<file path="src/rtl/vga_scan_pkg.sv">
package vga_scan_pkg;

  // Linear framebuffer address for a given image row and column.
  function automatic logic [31:0] fb_addr(input int base, input int stride,
                                          input int row, input int col);
    return 32'(base + row * stride + col);
  endfunction

  // Byte to colour: returns {blue, green, red}; upper two bits unused.
  function automatic logic [5:0] byte_to_rgb(input logic [7:0] b);
    return {b[5:4], b[3:2], b[1:0]};
  endfunction

endpackage

</file>
<file path="src/rtl/vga_axis.sv">
module vga_axis #(
  parameter int ACTIVE = 640,
  parameter int FP     = 16,
  parameter int SYNC   = 96,
  parameter int BP     = 48,
  parameter int W      = $clog2(ACTIVE + FP + SYNC + BP)
) (
  input  logic         clk,
  input  logic         rst_n,
  input  logic         step,
  output logic [W-1:0] pos,
  output logic         last,
  output logic         active,
  output logic         sync_n
);
  localparam int TOTAL = ACTIVE + FP + SYNC + BP;
  localparam logic [W-1:0] POS_LAST   = W'(TOTAL - 1);
  localparam logic [W-1:0] POS_ACT    = W'(ACTIVE);
  localparam logic [W-1:0] SYNC_START = W'(ACTIVE + FP);
  localparam logic [W-1:0] SYNC_END   = W'(ACTIVE + FP + SYNC);

  always_ff @(posedge clk) begin
    if (!rst_n)
      pos <= '0;
    else if (step)
      pos <= (pos == POS_LAST) ? '0 : pos + W'(1);
  end

  assign last   = (pos == POS_LAST);
  assign active = (pos < POS_ACT);
  assign sync_n = !((pos >= SYNC_START) && (pos < SYNC_END));
endmodule

</file>
<file path="src/rtl/vga_fetch.sv">
module vga_fetch #(
  parameter int HW         = 10,
  parameter int VW         = 10,
  parameter int ADDR_W     = 16,
  parameter int FB_BASE    = 'h0800,
  parameter int ROW_STRIDE = 'h100,
  parameter int REP_LOG2   = 2
) (
  input  logic [HW-1:0]     h_pos,
  input  logic [VW-1:0]     v_pos,
  input  logic              px_active,
  output logic [ADDR_W-1:0] mem_addr,
  output logic              mem_en
);
  import vga_scan_pkg::*;

  logic [HW-1:0] col;
  logic [VW-1:0] row;
  logic [31:0]   lin;

  assign col      = h_pos >> REP_LOG2;
  assign row      = v_pos >> REP_LOG2;
  assign lin      = fb_addr(FB_BASE, ROW_STRIDE, int'(row), int'(col));
  assign mem_addr = lin[ADDR_W-1:0];
  assign mem_en   = px_active;
endmodule

</file>
<file path="src/rtl/vga_pixel_out.sv">
module vga_pixel_out (
  input  logic       clk,
  input  logic       rst_n,
  input  logic       hs_in,
  input  logic       vs_in,
  input  logic       act_in,
  input  logic [7:0] mem_data,
  output logic       hsync_n,
  output logic       vsync_n,
  output logic [1:0] red,
  output logic [1:0] green,
  output logic [1:0] blue
);
  import vga_scan_pkg::*;

  logic       hs_d, vs_d, act_d;
  logic [5:0] rgb_next;

  // Stage aligned with the memory read cycle.
  always_ff @(posedge clk) begin
    if (!rst_n) begin
      hs_d  <= 1'b1;
      vs_d  <= 1'b1;
      act_d <= 1'b0;
    end else begin
      hs_d  <= hs_in;
      vs_d  <= vs_in;
      act_d <= act_in;
    end
  end

  assign rgb_next = act_d ? byte_to_rgb(mem_data) : 6'd0;

  always_ff @(posedge clk) begin
    if (!rst_n) begin
      hsync_n <= 1'b1;
      vsync_n <= 1'b1;
      red     <= 2'd0;
      green   <= 2'd0;
      blue    <= 2'd0;
    end else begin
      hsync_n <= hs_d;
      vsync_n <= vs_d;
      {blue, green, red} <= rgb_next;
    end
  end
endmodule

</file>
<file path="src/rtl/vga_lowres_scan.sv">
module vga_lowres_scan #(
  parameter int H_ACTIVE   = 640,
  parameter int H_FP       = 16,
  parameter int H_SYNC     = 96,
  parameter int H_BP       = 48,
  parameter int V_ACTIVE   = 480,
  parameter int V_FP       = 10,
  parameter int V_SYNC     = 2,
  parameter int V_BP       = 33,
  parameter int ADDR_W     = 16,
  parameter int FB_BASE    = 'h0800,
  parameter int ROW_STRIDE = 'h100,
  parameter int REP_LOG2   = 2
) (
  input  logic              clk,
  input  logic              rst_n,
  output logic [ADDR_W-1:0] mem_addr,
  output logic              mem_en,
  input  logic [7:0]        mem_data,
  output logic              hsync_n,
  output logic              vsync_n,
  output logic [1:0]        red,
  output logic [1:0]        green,
  output logic [1:0]        blue
);
  localparam int HW = $clog2(H_ACTIVE + H_FP + H_SYNC + H_BP);
  localparam int VW = $clog2(V_ACTIVE + V_FP + V_SYNC + V_BP);

  // Named internal events, visible to the bound checker.
  logic [HW-1:0] h_pos;
  logic [VW-1:0] v_pos;
  logic          h_wrap, v_last;
  logic          h_act, v_act, px_active;
  logic          h_sync_raw, v_sync_raw;

  vga_axis #(.ACTIVE(H_ACTIVE), .FP(H_FP), .SYNC(H_SYNC), .BP(H_BP), .W(HW)) u_h (
    .clk(clk), .rst_n(rst_n), .step(1'b1),
    .pos(h_pos), .last(h_wrap), .active(h_act), .sync_n(h_sync_raw)
  );

  vga_axis #(.ACTIVE(V_ACTIVE), .FP(V_FP), .SYNC(V_SYNC), .BP(V_BP), .W(VW)) u_v (
    .clk(clk), .rst_n(rst_n), .step(h_wrap),
    .pos(v_pos), .last(v_last), .active(v_act), .sync_n(v_sync_raw)
  );

  assign px_active = h_act && v_act;

  vga_fetch #(.HW(HW), .VW(VW), .ADDR_W(ADDR_W), .FB_BASE(FB_BASE),
              .ROW_STRIDE(ROW_STRIDE), .REP_LOG2(REP_LOG2)) u_fetch (
    .h_pos(h_pos), .v_pos(v_pos), .px_active(px_active),
    .mem_addr(mem_addr), .mem_en(mem_en)
  );

  vga_pixel_out u_out (
    .clk(clk), .rst_n(rst_n),
    .hs_in(h_sync_raw), .vs_in(v_sync_raw), .act_in(px_active),
    .mem_data(mem_data),
    .hsync_n(hsync_n), .vsync_n(vsync_n),
    .red(red), .green(green), .blue(blue)
  );
endmodule

</file>
<file path="config.mk">
export PLATFORM = sky130hd
export DESIGN_NAME = vga_lowres_scan
export DESIGN_NICKNAME = d
export VERILOG_FILES = /design/src/rtl/vga_scan_pkg.sv /design/src/rtl/vga_axis.sv /design/src/rtl/vga_fetch.sv /design/src/rtl/vga_pixel_out.sv /design/src/rtl/vga_lowres_scan.sv
export SDC_FILE = /design/constraint.sdc
export NUM_CORES = 1
export LEC_CHECK = 0
export BUFFER_PORTS_ARGS = -buffer_cell sky130_fd_sc_hd__buf_2
export CAP_MARGIN = 25
export CORE_AREA = 2 2 45 67
export CTS_BUF_LIST = sky130_fd_sc_hd__clkbuf_4 sky130_fd_sc_hd__clkbuf_8
export CTS_CLUSTER_DIAMETER = 40
export DETAILED_ROUTE_END_ITERATION = 8
export DIE_AREA = 0 0 47 69
export MAX_ROUTING_LAYER = met4
export PLACE_DENSITY_LB_ADDON = 0.12
export SYNTH_ARGS = -nofsm -noshare
export SYNTH_HDL_FRONTEND = slang
export SYNTH_HIERARCHICAL = 1
export SYNTH_SLANG_ARGS = --single-unit
</file>
<file path="constraint.sdc">
create_clock -name clk -period 3.5 [get_ports clk]
set_clock_uncertainty 0.05 [all_clocks]
set_input_delay 0.35 -clock clk [delete_from_list [all_inputs] [get_ports clk]]
set_output_delay 0.35 -clock clk [all_outputs]
set_load 0.005 [all_outputs]
</file>
# [Word level (Yosys, flattened, before mapping)]
# Index checks and enable logic that the tools add are counted.
[classes] n_addsub=4 magnitude_cmp=6 eq_ne=2 n_mux=1 n_bitwise=1 n_reduce_logical=7
[op_table] operator="$add A10 B1 Y10 const B" n=2
[op_table] operator="$eq A10 B10 Y1 const B" n=2
[op_table] operator="$lt A10 B10 Y1 const B" n=2
[op_table] operator="$lt A10 B9 Y1 const B" n=2
[op_table] operator="$add A12 B16 Y16 const A" n=1
[op_table] operator="$add A16 B8 Y16" n=1
[op_table] operator="$ge A10 B10 Y1 const B" n=1
[op_table] operator="$ge A10 B9 Y1 const B" n=1
[op_table] operator="$mux W10" n=1
[op_table] operator="$logic_and A1 B1 Y1" n=3
[op_table] operator="$logic_not A1 Y1" n=2
[op_table] operator="$reduce_and A2 Y1" n=1
[op_table] operator="$reduce_or A2 Y1" n=1
[op_table] operator="$not A1 Y1" n=1
[totals] reg_bits=31 inputBits=10 out_inout_bits=25 elab_cells=31

# [Depth between registers and ports, before layout]
# Gate-level depths: netlist (run 1).
[logic_depth] word_depth=3 depth_mapped=7 ltp_nobuf=6

# [Cells and area by module]
# The synthesis (run 1) kept the hierarchy.
[modules_own_cells] mod="vga_axis at u_h" instances=1 cells_each=62 area_each_um2=530.5 seq_area_each_um2=200.2
[modules_own_cells] mod="vga_axis at u_v" instances=1 cells_each=59 area_each_um2=524.3 seq_area_each_um2=200.2
[modules_own_cells] mod="vga_pixel_out" instances=1 cells_each=23 area_each_um2=301.5 seq_area_each_um2=220.2
[modules_own_cells] mod="vga_fetch" instances=1 cells_each=19 area_each_um2=142.6 seq_area_each_um2=0.0
[modules_own_cells] mod="vga_lowres_scan" instances=1 cells_each=2 area_each_um2=10.0 seq_area_each_um2=0.0

# [Worst setup path before layout (run 1)]
# Ideal clock, no wire load.
[synth_path] kind="flip-flop to flip-flop" from="reg u_h.pos[4]" to="reg u_v.pos[8]" setup_ns=0.066 t_arrival_ns=1.789 setup_slack_ns=1.595 path_stages_with_launch=8 path_buffers=2 period_less_slack_ns=1.905 cell_sequence="dfxtp_1 > buf_2 > nand4b_1 > nor4_1 > buf_2 > nand4_2 > or4_4 > a21oi_2"
[synth_via] elab_chain_cells=1
[synth_rtl] element="start: declaration" line="vga_axis.sv:11" rtl="output logic [W-1:0] pos,"
[synth_rtl] element="start signal: assignment" line="vga_axis.sv:26" rtl="pos <= (pos == POS_LAST) ? '0 : pos + W'(1);"
[synth_rtl] element="$eq A10 B10 Y1" line="vga_axis.sv:29" rtl="assign last = (pos == POS_LAST);"
[synth_rtl] element="net h_wrap" line="vga_lowres_scan.sv:32" rtl="logic h_wrap, v_last;"
[synth_rtl] element="end signal: assignment" line="vga_axis.sv:26"
[synth_rtl] element="end: declaration" line="vga_axis.sv:11"
# The timed path passes the listed nets, and every way through them passes these cells.
# A chain may end at the register's enable or synchronous reset.

# [Worst setup path in the final report (run 1)]
[layout_path] from="reg u_h.pos[4]" to="reg u_v.pos[7]"
# The elaborated chain is that of the path after synthesis.

==> flow_summary.toml, run 1 <==
[placement]
dp_cells = 216
port_buffers = 32
placed_area_sq_mm = 0.00159
place_hpwl_mm = 2.06
routabilityCongestion = 0.817

[clocking]
clk_pin_slew_ns = 0.06
clk_path_buf_depth = 2
post_cts_resized = 0
h-tree-depth = 2
holdBufCountCts = 0
root_buffer = "clkbuf_8"
cts-buffers-inserted = 5
cts.sinks = 31
clkLatencyLatePin_ns = 0.27
cts_tree = "yes"
post_cts_buffers = 0

[worst_setup_path]
rrSetupSlack_ns = 1.39
critPathKind = "flip-flop to flip-flop"
cp-endpoint = "u_v/pos[7]"
critPathRequiredTime_ns = 3.66
crit_start = "u_h/pos[4]"
worstReg2RegStart = "u_h/pos[4]"
critPathMaxFanout = 8
reg2reg_depth = 6
r2r_end = "u_v/pos[7]"
startpoint_type = "flip-flop"
worstSetupEndpointType = "flip-flop"
crit_arrival_ns = 2.27

[sta]
slew_viol_final = 0
finalSetupViolations = 0
finalHoldViolCount = 0
max_slew_margin_pct = 61.8
fin_tns_setup_ns = 0
hold_slack_ns = 0.266
tightest_slew_ns = 0.566
fmax_mhz = 473
fin_crit_sh_pct = 60.4
grt_setup_unrepaired = "false"
fin_crit_ns = 2.11

[flow_run]
maxCapViolCount = 0

[drt]
wl_mm = 2.83
ant_nets = 0
vias = 1202
viasPerCell = 5.37
wl_per_cell_um = 12.7
drt_iter0_markers = 26
drc_errors = 0
drt-pass1-iter-count = 4

[pwr]
powerDensity_mw_per_mm2 = 396
vdd_drop_max_uv = 279
p_leak_nw = 0.688

[cells_and_area]
synthToLayoutAreaGrowth_pct = 11.7
multi_input_area_sq_um = 729
antenna_cells = 0
n_fill_cell = 241
num-nets-final = 201
stdcell_count = 224
stdcell_area_sq_mm = 0.00168
drive_gt1_share_pct = 25.7
layout.area.seq_sq_um = 621

[synthesis]
netlist_instances = 164
synth_nets = 179
synth_warnings = 6
postSynthAreaPerCell_sq_um = 9.16
syn-cell-area_sq_mm = 0.00150

[floorplanning]
io_pins = 35
num_rows = 23
die_h_um = 69
dieArea_sq_mm = 0.00324
core_sq_mm = 0.00265
start_util_pct = 56.8
die_w_um = 47

[global_route]
antenna_found_initial = 0
overflow = 0
grt_max_degree = 19
grt_pass1_wl_mm = 4.88
grt_pass1_vias = 1141
gr-usage-all-layers_pct = 20.4

[status]
outcome = "finished, final reports clean"

[min_path]
hold_class = "input pin to flip-flop"
==> through the flow <==
| step | setup slack (ns) | utilization (%) | power (mW) |
|---|---|---|---|
| final | 1.39 | 63.4 | 0.665 |
| after global routing | 1.14 | 63.4 | 0.694 |
| after CTS | 1.39 | 63.4 | 0.678 |
| after detailed placement | 1.43 | 60.1 | 0.396 |
| after global placement | 1.43 | 60.1 | 0.394 |
| after floorplan | 1.59 | - | 0.387 |
==> cell usage in the layout, fill, tap and decap left out, types with 2 or more instances in the layout <==
master	instances
or3_1	5
ha_1	5
a21oi_1	7
nand2_1	9
nor2b_1	2
xor2_1	5
nand2b_1	4
clkbuf_8	5
nand4_1	5
dfxtp_1	31
nand3_1	8
nor3_1	2
or4_1	4
o21ai_0	6
mux2i_1	2
o31ai_1	5
and2_1	3
and3_1	6
inv_1	7
buf_2	32
clkbuf_4	2
xnor2_1	6
nor2_1	8
==> metal layers <==
metal	part of all wire [%]	track usage (%)	routed length (um)	vias up
met5	0	-	0	-
met1	38	21.5	1090	564
met3	3.9	4.71	111	6
li1	-	-	-	606
met2	56	34.6	1580	26
met4	1.8	8.33	50	0
==> cell type report <==
class | instances | share of cell area, %
inverters | 7 | 1.56
clock buffers | 7 | 4.99
well taps | 37 | 2.76
repair buffers | 33 | 9.99
multi-input cells | 108 | 43.4
flip-flops and latches | 31 | 37.0
clock inverters | 1 | 0.298
==> registers in the layout, indices dropped and copies added (netlist names), 2 cells and up <==
name / cells
u_out/green: 2
u_h/pos: 10
u_out/red: 2
u_v/pos: 10
u_out/blue: 2
==> worst min-delay path by stage <==
stage | start | endpoint | slack (ns) | cells past startpoint
after floorplan | u_out/hs_d | u_out/hsync_n | 0.34 | 1
after CTS | mem_data[3] | u_out/green[1] | 0.26 | 2
after detailed placement | u_out/vs_d | u_out/vsync_n | 0.35 | 1
after global routing | mem_data[0] | u_out/red[0] | 0.27 | 2
after global placement | u_out/vs_d | u_out/vsync_n | 0.34 | 1
final | mem_data[3] | u_out/green[1] | 0.27 | 2
==> worst max-delay path, stage by stage, from the launching register on <==
cell      delay, ns
dfxtp_1        0.47
nand4b_1       0.22
nor4_1         0.28
buf_4          0.21
nand3_1        0.17
or4_1          0.51
a21oi_1        0.14
==> where the power goes <==
group | internal (mW) | switching, mW
combinational | 0.0117 | 0.0127
clock | 0.155 | 0.122
sequential | 0.359 | 0.00457
total | 0.525 | 0.139
(Power assumes the default switching activity.)
==> run 2: changes to the inputs <==
--- a/config.mk
+++ b/config.mk
@@ -7,11 +7,11 @@
 export LEC_CHECK = 0
 export BUFFER_PORTS_ARGS = -buffer_cell sky130_fd_sc_hd__buf_2
 export CAP_MARGIN = 25
-export CORE_AREA = 2 2 45 67
+export CORE_AREA = 2 2 46 70
 export CTS_BUF_LIST = sky130_fd_sc_hd__clkbuf_4 sky130_fd_sc_hd__clkbuf_8
 export CTS_CLUSTER_DIAMETER = 40
 export DETAILED_ROUTE_END_ITERATION = 8
-export DIE_AREA = 0 0 47 69
+export DIE_AREA = 0 0 48 72
 export MAX_ROUTING_LAYER = met4
 export PLACE_DENSITY_LB_ADDON = 0.12
 export SYNTH_ARGS = -nofsm -noshare
==> constraint.sdc (replaced) <==
create_clock -name clk -period 1.99 [get_ports clk]
set_clock_uncertainty 0.05 [all_clocks]
set_input_delay 0.199 -clock clk [delete_from_list [all_inputs] [get_ports clk]]
set_output_delay 0.199 -clock clk [all_outputs]
set_load 0.005 [all_outputs]
==> flow_summary.toml, run 2 (synthesized netlist as in run 1, its figures left out) <==
[clocking]
cts.sinks = 31
root_buffer = "clkbuf_8"
cts-buffers-inserted = 5
clkLatencyLatePin_ns = 0.28
clk_pin_slew_ns = 0.07
holdBufCountCts = 0
cts_tree = "yes"
h-tree-depth = 2
clk_path_buf_depth = 2

[floorplanning]
die_w_um = 48
start_util_pct = 52.7
io_pins = 35
core_sq_mm = 0.00285
num_rows = 24
die_h_um = 72
dieArea_sq_mm = 0.00346

[worst_setup_path]
cp_slowest_stage_delay_ns = 0.52
startpoint_type = "flip-flop"
cp_cell_sequence = "ha_1, nand3_1, nor4_2, buf_4, nand4_2, or4_4, a21oi_2"
reg2reg_depth = 7
crit_arrival_ns = 2.04
worstReg2RegStart = "u_h/pos[0]"
slowest_stage = "or4_4"
critPathKind = "flip-flop to flip-flop"
critPathRequiredTime_ns = 2.16
critPathMaxFanout = 5
rrSetupSlack_ns = 0.12
crit_start = "u_h/pos[0]"
r2r_end = "u_v/pos[8]"
worstSetupEndpointType = "flip-flop"
cp-endpoint = "u_v/pos[8]"

[cells_and_area]
mostFrequentLayoutCells = "buf_2 (32), dfxtp_1 (31), buf_4 (14)"
largestRegisters = "u_h/pos: 10 flops, u_v/pos: 10 flops"
drive_gt1_share_pct = 31.0
antenna_cells = 0
stdcell_count = 239
n_fill_cell = 243
layout.area.seq_sq_um = 621
num-nets-final = 214
multi_input_area_sq_um = 736
synthToLayoutAreaGrowth_pct = 20.7
mostFrequentLayoutCell = "buf_2"

[sta]
max_slew_margin_pct = 65.0
tightest_slew_ns = 0.520
fin_crit_ns = 1.87
slew_viol_final = 0
finalHoldViolCount = 0
worst_slack_ns = 0.123
finalSetupViolations = 0
fin_crit_sh_pct = 93.8
fin_tns_setup_ns = 0
fmax_mhz = 536

[pwr]
internal-power_mw = 1.06
p_leak_nw = 0.768
clock_power_share_pct = 48.0
pwr-share-comb_pct = 4.0
powerDensity_mw_per_mm2 = 729
vdd_drop_max_uv = 921
p_seq_share_pct = 48.0
swShare_pct = 19.7
power_switching_mw = 0.261

[drt]
wl_per_cell_um = 12.5
drt_iter0_markers = 36
vias = 1252
viasPerCell = 5.24
drt-pass1-iter-count = 4
ant_nets = 0
drc_errors = 0
wl_mm = 2.98

[global_route]
grt_pass1_vias = 1162
overflow = 0
antenna_found_initial = 0
grt_pass1_wl_mm = 4.84
grt_max_degree = 19
gr-usage-all-layers_pct = 19.7

[placement]
dp_cells = 230
port_buffers = 32
place_ws_ns = 0.0696
routabilityCongestion = 0.849
place_hpwl_mm = 2.15

[min_path]
hold_class = "input pin to flip-flop"

[flow_run]
maxCapViolCount = 0

[status]
outcome = "finished, final reports clean"
==> run 2: area by class of cell <==
class	count	area share (%)
repair buffers	46	14.6
well taps	39	2.69
clock inverters	2	1.93
clock buffers	6	4.55
multi-input cells	108	40.6
inverters	7	1.45
flip-flops and latches	31	34.2
==> run 2: how the worst min path moves through the flow <==
stage                     endpoint   startpoint  cells after the start  slack [ns]
floorplan            u_out/vsync_n        rst_n                      1        0.22
global placement     u_out/hsync_n   u_out/hs_d                      1        0.34
detailed placement   u_out/vsync_n   u_out/vs_d                      1        0.34
CTS                 u_out/green[1]  mem_data[3]                      2        0.09
global route        u_out/green[1]  mem_data[3]                      2         0.1
finish              u_out/green[1]  mem_data[3]                      2        0.10
==> run 2: power groups by stage <==
stage	Clock (mW)	Sequential (mW)	Combinational, mW
after floorplan	0	0.652	0.0282
after global placement	0	0.649	0.0507
after detailed placement	0	0.649	0.0531
after CTS	0.653	0.635	0.0532
after global routing	0.675	0.637	0.0593
final	0.634	0.635	0.0527
==> run 2: worst max-delay path, delay by kind of cell (launching register included) <==
family,cells,cell delay (ns)
buf+inv,1,0.17
flops,1,0.33
compound gates,1,0.13
simple gates,4,0.94
fa+ha+maj,1,0.19
==> run 2: routing by layer <==
layer	up-vias	part of all wire, %	track usage [%]
met2	29	53	32.4
met1	578	41	19.1
li1	633	-	-
met5	-	0	-
met4	0	3.1	11.7
met3	12	3.7	5.97
==> run 2: what timing repair did <==
| action | 4_1_cts | 5_1_grt |
|---|---|---|
| setup endpoints to repair | 0 | 3 |
| setup buffers | 0 | 1 |
| gates resized for setup | 0 | 1 |
==> run 2: metrics by stage <==
step	utilization (%)	power, mW	hold slack [ns]	instance area (sq um)
global placement	59.0	0.699	0.338	1680
finish	63.6	1.32	0.101	1810
detailed placement	59.0	0.703	0.345	1680
global route	63.6	1.37	0.0987	1810
floorplan	-	0.680	0.222	1500
CTS	63.1	1.34	0.0923	1800
